<file path="config.mk">
export PLATFORM = sky130hd
export DESIGN_NAME = mclk_switch_ctrl
export DESIGN_NICKNAME = d
export VERILOG_FILES = /design/src/rtl/mcs_pkg.sv /design/src/rtl/osc_div2.sv /design/src/rtl/stab_timer.sv /design/src/rtl/edge_align.sv /design/src/rtl/mclk_switch_ctrl.sv
export SDC_FILE = /design/constraint.sdc
export NUM_CORES = 1
export LEC_CHECK = 0
export ABC_CLOCK_PERIOD_IN_PS = 2620
export BUFFER_PORTS_ARGS = -buffer_cell sky130_fd_sc_hd__buf_4
export CORE_MARGIN = 2
export CORE_UTILIZATION = 30
export CTS_CLUSTER_DIAMETER = 200
export DETAILED_ROUTE_END_ITERATION = 12
export GPL_TIMING_DRIVEN = 0
export PLACE_DENSITY_LB_ADDON = 0.25
export SETUP_SLACK_MARGIN = 0.3
export SLEW_MARGIN = 20
export SYNTH_ARGS = -nofsm -noshare
export SYNTH_HDL_FRONTEND = slang
export SYNTH_HIERARCHICAL = 1
export SYNTH_SLANG_ARGS = --single-unit
</file>
<file path="constraint.sdc">
create_clock -name clk -period 2.62 [get_ports clk]
set_clock_uncertainty 0.2 [all_clocks]
set_input_delay 0.131 -clock clk [delete_from_list [all_inputs] [get_ports clk]]
set_output_delay 0.131 -clock clk [all_outputs]
set_load 0.03 [all_outputs]
</file>
<file path="src/rtl/mcs_pkg.sv">
package mcs_pkg;
  typedef enum logic [2:0] {
    ST_MAIN    = 3'd0,
    ST_STAB    = 3'd1,
    ST_TO_PLL  = 3'd2,
    ST_PLL     = 3'd3,
    ST_TO_MAIN = 3'd4
  } sw_state_e;
endpackage

</file>
<file path="src/rtl/osc_div2.sv">
module osc_div2 (
  input  logic clk,
  input  logic rst_n,
  input  logic osc_in,
  output logic osc_rise,
  output logic main_ph
);
  logic osc_q;

  assign osc_rise = osc_in & ~osc_q;

  always_ff @(posedge clk or negedge rst_n) begin
    if (!rst_n) begin
      osc_q   <= 1'b0;
      main_ph <= 1'b0;
    end else begin
      osc_q <= osc_in;
      if (osc_rise) main_ph <= ~main_ph;
    end
  end


  main_hold_chk: assert property (@(posedge clk) disable iff (!rst_n)
    !osc_rise |=> $stable(main_ph));
endmodule

</file>
<file path="src/rtl/stab_timer.sv">
module stab_timer #(
  parameter int unsigned STAB_LOG2 = 14
) (
  input  logic clk,
  input  logic rst_n,
  input  logic clr,
  input  logic run,
  input  logic tick,
  output logic done
);
  localparam logic [STAB_LOG2-1:0] LAST = {STAB_LOG2{1'b1}};
  logic [STAB_LOG2-1:0] cnt;

  assign done = run & tick & (cnt == LAST);

  always_ff @(posedge clk or negedge rst_n) begin
    if (!rst_n)           cnt <= '0;
    else if (clr)         cnt <= '0;
    else if (run && tick) cnt <= cnt + 1'b1;
  end


  stab_idle_chk: assert property (@(posedge clk) disable iff (!rst_n)
    (!run && !clr) |=> $stable(cnt));
endmodule

</file>
<file path="src/rtl/edge_align.sv">
module edge_align #(
  parameter int unsigned MUL_W = 2,
  localparam int unsigned NUM_MUL = 1 << MUL_W
) (
  input  logic               clk,
  input  logic               rst_n,
  input  logic [NUM_MUL-1:0] pll_in,
  input  logic [MUL_W-1:0]   code,
  input  logic               main_ph,
  output logic               pll_ph,
  output logic               safe
);
  logic pll_q;

  assign pll_ph = pll_in[code];
  assign safe   = pll_q & ~pll_ph & ~main_ph;

  always_ff @(posedge clk or negedge rst_n) begin
    if (!rst_n) pll_q <= 1'b0;
    else        pll_q <= pll_ph;
  end
endmodule

</file>
<file path="src/rtl/mclk_switch_ctrl.sv">
module mclk_switch_ctrl
  import mcs_pkg::*;
#(
  parameter int unsigned STAB_LOG2 = 14,
  parameter int unsigned MUL_W     = 2,
  localparam int unsigned NUM_MUL  = 1 << MUL_W
) (
  input  logic               clk,
  input  logic               rst_n,
  input  logic               osc_in,
  input  logic [NUM_MUL-1:0] pll_in,
  input  logic               mcs_we,
  input  logic               mcs_wd,
  input  logic               cs_we,
  input  logic [MUL_W-1:0]   cs_wd,
  output logic               mcs_rd,
  output logic               mcm_rd,
  output logic [MUL_W-1:0]   cs_rd,
  output logic               pll_en,
  output logic               clk_sel,
  output logic               main_clk,
  output logic               mclk_out
);
  sw_state_e        st;
  logic             mcs_q, sel_q;
  logic [MUL_W-1:0] cs_q;
  logic             osc_rise, main_ph, pll_ph, safe, stab_done;
  logic             idle, accept, stab_clr;

  osc_div2 u_div (
    .clk(clk), .rst_n(rst_n), .osc_in(osc_in),
    .osc_rise(osc_rise), .main_ph(main_ph)
  );

  stab_timer #(.STAB_LOG2(STAB_LOG2)) u_stab (
    .clk(clk), .rst_n(rst_n), .clr(stab_clr), .run(st == ST_STAB),
    .tick(osc_rise), .done(stab_done)
  );

  edge_align #(.MUL_W(MUL_W)) u_align (
    .clk(clk), .rst_n(rst_n), .pll_in(pll_in), .code(cs_q),
    .main_ph(main_ph), .pll_ph(pll_ph), .safe(safe)
  );

  assign idle     = (st == ST_MAIN) || (st == ST_PLL);
  assign accept   = mcs_we && idle && (mcs_wd != mcs_q);
  assign stab_clr = accept && (st == ST_MAIN);

  always_ff @(posedge clk or negedge rst_n) begin
    if (!rst_n) begin
      st    <= ST_MAIN;
      mcs_q <= 1'b1;
      sel_q <= 1'b1;
      cs_q  <= '0;
    end else begin
      if (cs_we && st == ST_MAIN) cs_q <= cs_wd;
      if (accept) mcs_q <= mcs_wd;
      unique case (st)
        ST_MAIN:    if (accept) st <= ST_STAB;
        ST_STAB:    if (stab_done) st <= ST_TO_PLL;
        ST_TO_PLL:  if (safe) begin sel_q <= 1'b0; st <= ST_PLL; end
        ST_PLL:     if (accept) st <= ST_TO_MAIN;
        ST_TO_MAIN: if (safe) begin sel_q <= 1'b1; st <= ST_MAIN; end
        default:    st <= ST_MAIN;
      endcase
    end
  end

  assign mcs_rd   = mcs_q;
  assign mcm_rd   = sel_q;
  assign cs_rd    = cs_q;
  assign clk_sel  = sel_q;
  assign pll_en   = (st != ST_MAIN);
  assign main_clk = main_ph;
  assign mclk_out = sel_q ? main_ph : pll_ph;


  sel_safe_chk: assert property (@(posedge clk) disable iff (!rst_n)
    (sel_q != $past(sel_q)) |-> (!$past(main_ph) && !$past(pll_ph)));


  mcm_lag_chk: assert property (@(posedge clk) disable iff (!rst_n)
    (sel_q != $past(sel_q)) |-> ($past(st) == ST_TO_PLL || $past(st) == ST_TO_MAIN));


  pend_ignore_chk: assert property (@(posedge clk) disable iff (!rst_n)
    (mcs_we && !idle) |=> $stable(mcs_q));


  cs_lock_chk: assert property (@(posedge clk) disable iff (!rst_n)
    (cs_we && st != ST_MAIN) |=> $stable(cs_q));


  off_main_chk: assert property (@(posedge clk) disable iff (!rst_n)
    !pll_en |-> sel_q);
endmodule

</file>
; ---- Word level (Yosys, flattened, before mapping)
; Index checks and enable logic that the tools add are counted.
[op_classes]
addsub = 1
order_cmp = 1
n_eq_ne = 11
muxes = 14
n_bitwise = 8
n_reduce_logical = 12
[ops]
columns = cell, count
row1 = 2-to-1 mux 14 bit, 2
row2 = 2-to-1 mux 3 bit, 5
row3 = case mux 3 bit (5 select lines), 1
row4 = "adder 14 x 1 -> 14 bit, second input constant", 1
row5 = "equality test 14 bit, second input constant", 1
row6 = "!= test 2 bit, second input constant", 5
row7 = "equality test 3 x 2 -> 1 bit, second input constant", 2
row8 = AND 1 bit, 5
row9 = logical AND 1 bit, 5
row10 = AND reduction 5 bit, 1
row11 = 2-to-1 mux 1 bit, 4
row12 = nonzero test 2 bit, 2
row13 = "equality test 3 x 1 -> 1 bit, second input constant", 1
row14 = "equality test 3 bit, second input constant", 1
row15 = zero test 3 bit, 1
row16 = "< comparator 2 x 3 -> 1 bit, second input constant", 1
row17 = inverter 1 bit, 3
row18 = AND reduction 3 bit, 1
row19 = nonzero test 3 bit, 1
row20 = binary-select mux 1 bit (select 2 bit), 1
row21 = case mux 1 bit (2 select lines), 1
row22 = logical OR 1 bit, 1
row23 = != test 1 bit, 1
[totals]
ff_bits = 24
in_bits = 12
output_inout_bits = 8
wordCells = 55

; ---- Longest topological paths before layout
; Gate-level depths: netlist of run 1.
[logic_depth]
ltp_word = 7
ltp_mapped = 10
mapped_depth_nobuf = 8

; ---- Hierarchy
; The synthesis of run 1 kept the hierarchy.
[modules_own_cells]
columns = module, instances, cells_per_inst, area_per_inst_um2
row1 = stab_timer, 1, 79, 777.0
row2 = mclk_switch_ctrl, 1, 39, 421.7
row3 = osc_div2, 1, 4, 80.1
row4 = edge_align, 1, 3, 60.1

; ---- Least setup slack after synthesis of run 1
; No wires, ideal clock.
[synth_timing]
kind = reg2reg
start = reg st[1]
end = reg st[0]
setup_time_ns = 0.124
t_arrival_ns = 1.785
slack_ns = 0.511
path_stages_with_launch = 11
period_less_slack_ns = 2.109
cell_sequence = dfrtp_1 -> buf_6 -> inv_1 -> and3_1 -> nand4_4 -> buf_6 -> nor4_1 -> and2_1 -> mux2i_1 -> a32oi_1 -> a21oi_1
[synth_via]
word_cells_on_any_way = 17
[synth_lines]
columns = element, line
row1 = from (decl), mclk_switch_ctrl.sv:24  ; sw_state_e st;
row2 = from (signal assigned), mclk_switch_ctrl.sv:51  ; st <= ST_MAIN;
row3 = from (signal assigned), mclk_switch_ctrl.sv:59  ; ST_MAIN: if (accept) st <= ST_STAB;
row4 = from (signal assigned), mclk_switch_ctrl.sv:60  ; ST_STAB: if (stab_done) st <= ST_TO_PLL;
row5 = equality test 3 x 1 -> 1 bit, mclk_switch_ctrl.sv:36  ; .clk(clk), .rst_n(rst_n), .clr(stab_clr), .run(st == ST_STAB),
row6 = AND 1 bit (2 in a row), stab_timer.sv:14  ; assign done = run & tick & (cnt == LAST);
row7 = net stab_done, mclk_switch_ctrl.sv:27  ; logic osc_rise, main_ph, pll_ph, safe, stab_done;
row8 = != test 2 bit (no source line), --
row9 = AND reduction 5 bit (no source line), --
; The timed path passes the listed nets, and every way through them passes these cells.
; A chain may end at the register's enable or synchronous reset.

; ---- Worst setup path after layout of run 1
; Same ends and word-level chain as after synthesis.

==> results of run 1 <==
[worst register-to-register path: stages (launching register included)]
cell and delay [ps]:
dfrtp_1 380, buf_6 140, inv_1 90, and3_4 240, nand4_4 150, buf_8 200
nor4_4 260, and2_1 180, mux2i_1 70, a32oi_1 140, a21oi_1 80
[layout make-up]
| type | count | share of cell area, % |
|---|---|---|
| repair buffers | 28 | 13.1 |
| flip-flops and latches | 24 | 35.0 |
| well taps | 52 | 3.77 |
| clock buffers | 3 | 2.39 |
| plain buffers | 6 | 3.12 |
| clock inverters | 1 | 1.74 |
| inverters | 4 | 0.870 |
| multi-input cells | 91 | 40.1 |
[where the power goes]
group | internal [uW] | leakage [uW] | switching, uW
Combinational | 219 | 0.000386 | 267
Clock | 204 | 0.0000357 | 125
Sequential | 454 | 0.000308 | 78.1
[stage by stage]
stage	total power, uW	area, sq um	hold WS (ps)
CTS	1360	1690	14.0
detailed placement	1010	1550	-147
global placement	1000	1550	-150
floorplan	861	1340	-365
global route	1440	1730	20.0
finish	1350	1730	23.9
[registers in the layout, summed over array words and instances (netlist names)]
register / cells
u_div/osc_q: 1
clk_sel: 1
mcs_rd: 1
u_stab/cnt: 14
u_div/main_ph: 1
cs_rd: 2
u_align/pll_q: 1
st: 3
[synthesized netlist by cell type, types with 2 or more instances]
library cell / number / share of area (%)
or4_1: 6 / 3.4
nor2b_1: 4 / 1.9
nand3_1: 8 / 3.0
or3_1: 2 / 0.93
inv_1: 3 / 0.84
xor2_1: 3 / 2.0
clkbuf_1: 2 / 0.56
dfstp_2: 2 / 3.9
and3_1: 2 / 0.93
dfrtp_1: 22 / 41
o31ai_1: 6 / 3.4
nand4_1: 4 / 1.9
a21oi_1: 11 / 4.1
nand2_1: 8 / 2.2
nor2_1: 6 / 1.7
nor4_1: 3 / 1.4
mux2_1: 5 / 4.2
o21ai_0: 3 / 1.1
buf_6: 3 / 2.5
[per-layer routing]
metal | part of all wire (%) | vias up
li1 | - | 534
met1 | 45 | 539
met2 | 50 | 19
met3 | 4.3 | 5
met4 | 0.91 | 0
met5 | 0 | -
[path summary, 6_finish.rpt]
kind                       slack, ps             to  depth (start not counted)
setup / recovery                 370          st[0]                         10
hold / removal                    20  u_align/pll_q                          2
setup reg to reg                 370          st[0]                         10
hold reg to reg                  330          st[0]                          1
max in group asynchronous       1840        clk_sel                          2
min in group asynchronous         90  u_align/pll_q                          2
[timing repair]
item,CTS,global route
hold buffers,6,0
hold endpoints to repair,30,0
gates resized for setup,3,4
buffers inserted,0,3
setup endpoints to repair,1,12
pin swaps,0,1
gates cloned,0,0
[kinds of logic after synthesis]
logic type      after synthesis  share of synthesized area (%)
mux                           9                           8.60
compound gates               26                           12.5
fa+ha+maj                     1                          0.934
simple gates                 50                           24.3
buf+inv                      10                           4.77
xor+xnor                      5                           3.83
flops                        24                           45.0
==> results.json, run 1 <==
{
  "io_buffers": 19,
  "cp.arrival_ps": 2210,
  "fillCellCount": 438,
  "syn_inst": 125,
  "overflow": 0,
  "routed_wl_microns": 2870,
  "ys_warn_count": 6,
  "synth.distinct_cells": 41,
  "rsz0062_at_grt": "true",
  "startpoint": "st[1]",
  "clock_sinks": 24,
  "ff_latch_area_sq_um": 603,
  "hpwl_microns": 1980,
  "die_h_microns": 70.8,
  "grt_first_pass_wirelength_microns": 4970,
  "critPathBufInv": 3,
  "fin_crit_ps": 2250,
  "post_drt_via_cell_ratio": 5.25,
  "grtUsageMet1_pct": 15.7,
  "maxCapViolCount": 0,
  "place_inst": 196,
  "dieArea_sq_um": 5010,
  "antenna_found_initial": 0,
  "synthFlopType": "dfrtp_1",
  "gp_congestion": 0.767,
  "drt_iter0_markers": 31,
  "setup_ws_ps": 370,
  "drive_gt1_share_pct": 29.3,
  "final_util_pct": 39.9,
  "area_delta_synth_final_pct": 28.9,
  "startpoint_type": "flip-flop",
  "cts_inserted_buffers": 3,
  "start_util_pct": 31.0,
  "io_pins": 20,
  "async_reset_ff_share_pct": 100,
  "final_common_cell": "buf_4",
  "dp_slack_ps": 180,
  "layout.nets": 171,
  "status": "finished, final reports clean",
  "crit_required_ps": 2580,
  "core-area_sq_um": 4320,
  "clockBufferDepth": 2,
  "crit_chain": "buf_6, inv_1, and3_4, nand4_4, buf_8, nor4_4, and2_1, mux2i_1, a32oi_1, a21oi_1",
  "htreeDepth": 1,
  "synth_edf_count": 0,
  "firstDrtPassIters": 4,
  "cts.clk_slew.worst_paths_ps": 90,
  "num_vias": 1097,
  "worst_setup_path_end_kind": "flip-flop",
  "crit_family": "simple AND/OR/NAND/NOR gates",
  "antennaDiodeCount": 0,
  "slowest_delay_ps": 380,
  "grt.met3_usage_pct": 3.13,
  "hp-start": "pll_in[0]",
  "layout_common_cells": "buf_4 (23), dfrtp_1 (22), a21oi_1 (11)",
  "slew_headroom_pct": 70.9,
  "peakVddDrop_mv": 0.315,
  "ys_ff_latch": 24,
  "p_per_area_nw_per_um2": 781,
  "drc_errors": 0,
  "insertion_delay_ps": 270,
  "ys_seq_area_share_pct": 45.0,
  "met2_usage_pct": 20.9,
  "slew_violations": 0,
  "busiest_layer": "met2",
  "worstReg2RegStart": "st[1]",
  "path_class": "flip-flop to flip-flop",
  "placementRows": 24,
  "cp_max_fo": 10,
  "leakagePower_uw": 0.000730,
  "grt_max_degree": 25,
  "worst_hold_path_type": "primary input to flip-flop",
  "syn_area_per_cell_sq_um": 10.7,
  "syn_nets": 138,
  "cts_root_buf": "clkbuf_8",
  "multi_input_area_sq_um": 692,
  "ant_nets": 0,
  "worst_pin_slew_ps": 435,
  "cts_tree": "built",
  "wl_per_cell_microns": 13.7,
  "max_clock_freq_mhz": 444,
  "chipWidth_microns": 70.8,
  "hold_viol_final": 0,
  "grt_use_total_pct": 12.3,
  "setup_violations": 0,
  "tns_ps": 0,
  "grt_pass1_vias": 1071,
  "cp_slowest_cell": "dfrtp_1",
  "syn_area_sq_um": 1340,
  "layoutNonFillerInstCount": 209,
  "fin_crit_sh_pct": 85.9
}
Note: power is estimated with default switching activity, not from simulation.
==> run 2: changes to the inputs <==
Settings changed: CORE_ASPECT_RATIO from default to 0.6.
==> results.json, run 2 (synthesis results as in run 1) <==
{
  "clock_sinks": 24,
  "power_frac_clock_pct": 20.1,
  "antenna_found_initial": 0,
  "whs_path_depth": 2,
  "die_h_microns": 55.7,
  "io_pins": 20,
  "drive_gt1_share_pct": 28.2,
  "setup_violations": 0,
  "hold_viol_final": 0,
  "cts_inserted_buffers": 3,
  "peakVddDrop_mv": 0.402,
  "maxCapViolCount": 0,
  "fillCellCount": 427,
  "crit_required_ps": 2570,
  "routed_wl_microns": 2950,
  "drt_iter0_markers": 101,
  "dieArea_sq_um": 5030,
  "reg2reg_slack_ps": 370,
  "tns_ps": 0,
  "max_clock_freq_mhz": 445,
  "reg2reg_depth": 10,
  "worstReg2RegStart": "st[1]",
  "p_sw_share_pct": 37.2,
  "grt_max_degree": 25,
  "antennaDiodeCount": 0,
  "path_class": "flip-flop to flip-flop",
  "chipWidth_microns": 90.2,
  "io_buffers": 19,
  "firstDrtPassIters": 5,
  "cts_tree": "built",
  "post_drt_via_cell_ratio": 5.00,
  "seq_power_share_pct": 41.5,
  "power_uw": 1280,
  "start_util_pct": 32.0,
  "worst_setup_path_end_kind": "flip-flop",
  "drc_errors": 0,
  "worst_pin_slew_ps": 353,
  "largest_register_ffs": 14,
  "insertion_delay_ps": 270,
  "ant_nets": 0,
  "cp_max_fo": 10,
  "final_util_pct": 40.4,
  "num_vias": 1079,
  "hold_end": "u_align/pll_q",
  "startpoint_type": "flip-flop",
  "cts.clk_slew.worst_paths_ps": 90,
  "placementRows": 18,
  "overflow": 0,
  "wl_per_cell_microns": 13.7,
  "cts_root_buf": "clkbuf_8",
  "core-area_sq_um": 4190,
  "final_cell_area_sq_um": 1690,
  "p_per_area_nw_per_um2": 758,
  "grt_first_pass_wirelength_microns": 4840,
  "hp-start": "pll_in[2]",
  "placed_area_sq_um": 1560,
  "layout_common_cells": "buf_4 (22), dfrtp_1 (22), a21oi_1 (11)",
  "grt_use_total_pct": 11.8,
  "switchingPower_uw": 477,
  "hpwl_microns": 2090,
  "htreeDepth": 1,
  "largest-register": "u_stab/cnt",
  "grt_pass1_vias": 996,
  "worst_hold_path_type": "primary input to flip-flop",
  "layout.nets": 170,
  "slew_violations": 0,
  "rsz0062_at_grt": "true",
  "p_int_uw": 806,
  "fin_crit_ps": 2250,
  "gp_congestion": 0.734,
  "fin_crit_sh_pct": 85.7,
  "rr_endpoint": "st[0]",
  "status": "finished, final reports clean",
  "cp.arrival_ps": 2200,
  "slew_headroom_pct": 76.3,
  "combPwrFrac_pct": 38.5,
  "leakagePower_uw": 0.000700,
  "clockBufferDepth": 2,
  "area_delta_synth_final_pct": 26.4
}
[run 2: area by class of cell]
class	count	area [sq um]	share of cell area (%)
Tap cell	60	75.1	4.43
Timing Repair Buffer	27	218	12.9
Clock buffer	4	55.1	3.25
Buffer	6	50.0	2.96
Inverter	4	15.0	0.887
Multi-Input combinational cell	91	677	40.0
Sequential cell	24	603	35.6
[run 2: worst max path at each step]
stage	from	end	slack (ps)
detailed placement	st[1]	st[0]	230
global route	st[1]	st[0]	200
global placement	st[1]	st[0]	270
floorplan	st[1]	st[0]	510
CTS	st[1]	st[0]	320
finish	st[1]	st[0]	370
[run 2: power by group through the flow]
stage               Clock (uW)  Combinational (uW)  Sequential, uW
detailed placement           0                 478             540
finish                     258                 494             532
global route               287                 530             543
global placement             0                 467             533
floorplan                    0                 269             592
CTS                        263                 493             533
[run 2: per-layer routing]
metal  wire, microns  up-vias  GRT usage (%)
li1                -      530              -
met1            1480      532           17.9
met2            1370       17           17.0
met3              99        0           2.85
met4               0        0           2.64
met5               0        -              0
[run 2: what timing repair did]
item | 4_1_cts | 5_1_grt
pin swaps | 0 | 1
hold buffers | 6 | 0
endpoints found under the setup margin | 1 | 11
resized for setup | 2 | 2
hold endpoints to repair | 29 | 0
buffers inserted | 0 | 2
gates cloned | 0 | 0
[run 2: critical path, stage by stage (launching register included)]
cell and delay [ps]:
dfrtp_1 390, buf_6 140, inv_1 90, and3_4 240, nand4_4 140, buf_6 190
nor4_1 250, and2_1 180, mux2i_1 70, a32oi_1 140, a21oi_1 100
[run 2: stage by stage]
step | hold slack, ps | setup WS, ps | std cells
2_1_floorplan | -365 | 511 | 125
3_5_place_dp | -145 | 235 | 204
4_1_cts | 24.4 | 318 | 214
5_1_grt | 28.2 | 198 | 216
6_report | 29.3 | 375 | 216
3_3_place_gp | -151 | 267 | 204
==> run 3: changes to the inputs <==
Settings changed: ABC_CLOCK_PERIOD_IN_PS 2620 to default, CORE_UTILIZATION 30 to 35.
==> results.json, run 3 (synthesis results as in run 1) <==
{
  "status": "finished, final reports clean",
  "ant_nets": 0,
  "leakagePower_uw": 0.000706,
  "setup_violations": 0,
  "cts.clk_slew.worst_paths_ps": 90,
  "worst_hold_path_type": "primary input to flip-flop",
  "dp_slack_ps": 282,
  "cp_slowest_cell": "dfrtp_1",
  "antenna_found_initial": 0,
  "reg2reg_slack_ps": 320,
  "io_pins": 20,
  "final_common_cell": "dfrtp_1",
  "io_buffers": 19,
  "hold_viol_final": 0,
  "firstDrtPassIters": 4,
  "overflow": 0,
  "placed_area_sq_um": 1540,
  "rsz0062_at_grt": "true",
  "largest_register_ffs": 14,
  "place_inst": 191,
  "clock_sinks": 24,
  "htreeDepth": 1,
  "slew_violations": 0,
  "tns_ps": 0,
  "grt_pass1_vias": 981,
  "setup_ws_ps": 322,
  "gp_congestion": 0.800,
  "fin_crit_sh_pct": 87.7,
  "hpwl_microns": 2060,
  "grt_first_pass_wirelength_microns": 4730,
  "worst_pin_slew_ps": 462,
  "routed_wl_microns": 2930,
  "cp.depth": 10,
  "start_util_pct": 36.6,
  "layout.nets": 168,
  "crit_path_frequent_cell": "buf_6",
  "crit_chain": "buf_6, inv_1, and3_4, nand4_4, buf_6, nor4_2, and2_1, mux2i_1, a32oi_1, a21oi_1",
  "rr_endpoint": "st[0]",
  "grt_use_total_pct": 13.7,
  "path_class": "flip-flop to flip-flop",
  "crit_family": "simple AND/OR/NAND/NOR gates",
  "cts_inserted_buffers": 3,
  "drt_iter0_markers": 137,
  "grt_max_degree": 25,
  "worstReg2RegStart": "st[1]",
  "placementRows": 17,
  "cts_root_buf": "clkbuf_8",
  "chipWidth_microns": 83.8,
  "startpoint": "st[1]",
  "largest-register": "u_stab/cnt",
  "num_vias": 1085,
  "dieArea_sq_um": 4350,
  "max_clock_freq_mhz": 435,
  "worst_hold_slack_ps": 31.3,
  "layout_common_cells": "dfrtp_1 (22), buf_4 (20), a21oi_1 (11)",
  "maxCapViolCount": 0,
  "cts_tree": "built",
  "cp.arrival_ps": 2240,
  "core-area_sq_um": 3660,
  "slew_headroom_pct": 68.9,
  "crit_required_ps": 2560,
  "antennaDiodeCount": 0,
  "die_h_microns": 51.9,
  "area_delta_synth_final_pct": 25.8,
  "fin_crit_ps": 2300,
  "reg2reg_depth": 10,
  "p_per_area_nw_per_um2": 802,
  "endpoint": "st[0]",
  "cp_max_fo": 10,
  "peakVddDrop_mv": 0.459,
  "insertion_delay_ps": 270,
  "wl_per_cell_microns": 14.6,
  "drc_errors": 0,
  "clockBufferDepth": 2,
  "final_cell_area_sq_um": 1680,
  "worst_setup_path_end_kind": "flip-flop",
  "drive_gt1_share_pct": 27.9,
  "startpoint_type": "flip-flop",
  "post_drt_via_cell_ratio": 5.40,
  "critPathBufInv": 3,
  "layoutNonFillerInstCount": 201,
  "slowest_delay_ps": 380
}
## run 3: changes by cell type in the layout (fill, tap and decap cells not counted), sizes merged
| cell | delta |
|---|---|
| bufinv | +1 |
| clkbuf | -1 |
| buf | -2 |
## run 3: layout make-up
| cell class | instances | area, sq um |
|---|---|---|
| flip-flops and latches | 24 | 603 |
| repair buffers | 25 | 203 |
| well taps | 47 | 58.8 |
| clock inverters | 1 | 30.0 |
| plain buffers | 6 | 50.0 |
| multi-input cells | 91 | 683 |
| clock buffers | 3 | 41.3 |
| fillers | 349 | 1970 |
| inverters | 4 | 15.0 |
## run 3: power breakdown
part	leakage [uW]	switching, uW	internal (uW)
clock	0.0000357	117	204
combinational	0.000363	281	217
sequential	0.000308	77.6	454
## run 3: worst reg2reg max path, delay by kind of cell, from the launching register on
kind | cells | cell delay (ps)
and+or+nand+nor | 4 | 890
muxes | 1 | 70
buffers and inverters | 3 | 430
AOI/OAI and AO/OA | 2 | 230
DFF | 1 | 380
## run 3: how the worst min path moves through the flow
| stage | slack (ps) | cells after the start | end | from |
|---|---|---|---|---|
| floorplan | -360 | 0 | cs_rd[0] | rst_n |
| global placement | -150 | 1 | u_align/pll_q | rst_n |
| detailed placement | -150 | 1 | u_align/pll_q | rst_n |
| CTS | 30 | 2 | u_align/pll_q | pll_in[2] |
| global route | 30 | 2 | u_align/pll_q | pll_in[3] |
| finish | 30 | 2 | u_align/pll_q | pll_in[2] |
## run 3: metal layers
metal	GRT usage [%]	share of wire, %
met4	2.42	0.65
met5	0	0
met2	21.9	46
met1	19.9	51
met3	2.38	2.4
## run 3: stage by stage
stage / util, % / total power, uW
after floorplan: - / 861
after global placement: 42.1 / 1000
after detailed placement: 42.1 / 1020
after CTS: 45.7 / 1360
after global routing: 46.0 / 1430
final: 46.0 / 1350
## run 3: repair_timing
action	4_1_cts	5_1_grt
pin swaps	0	1
setup endpoints to repair	1	11
gates resized for setup	1	4
hold buffers	6	0
buffers inserted	0	0
hold endpoints to repair	29	0
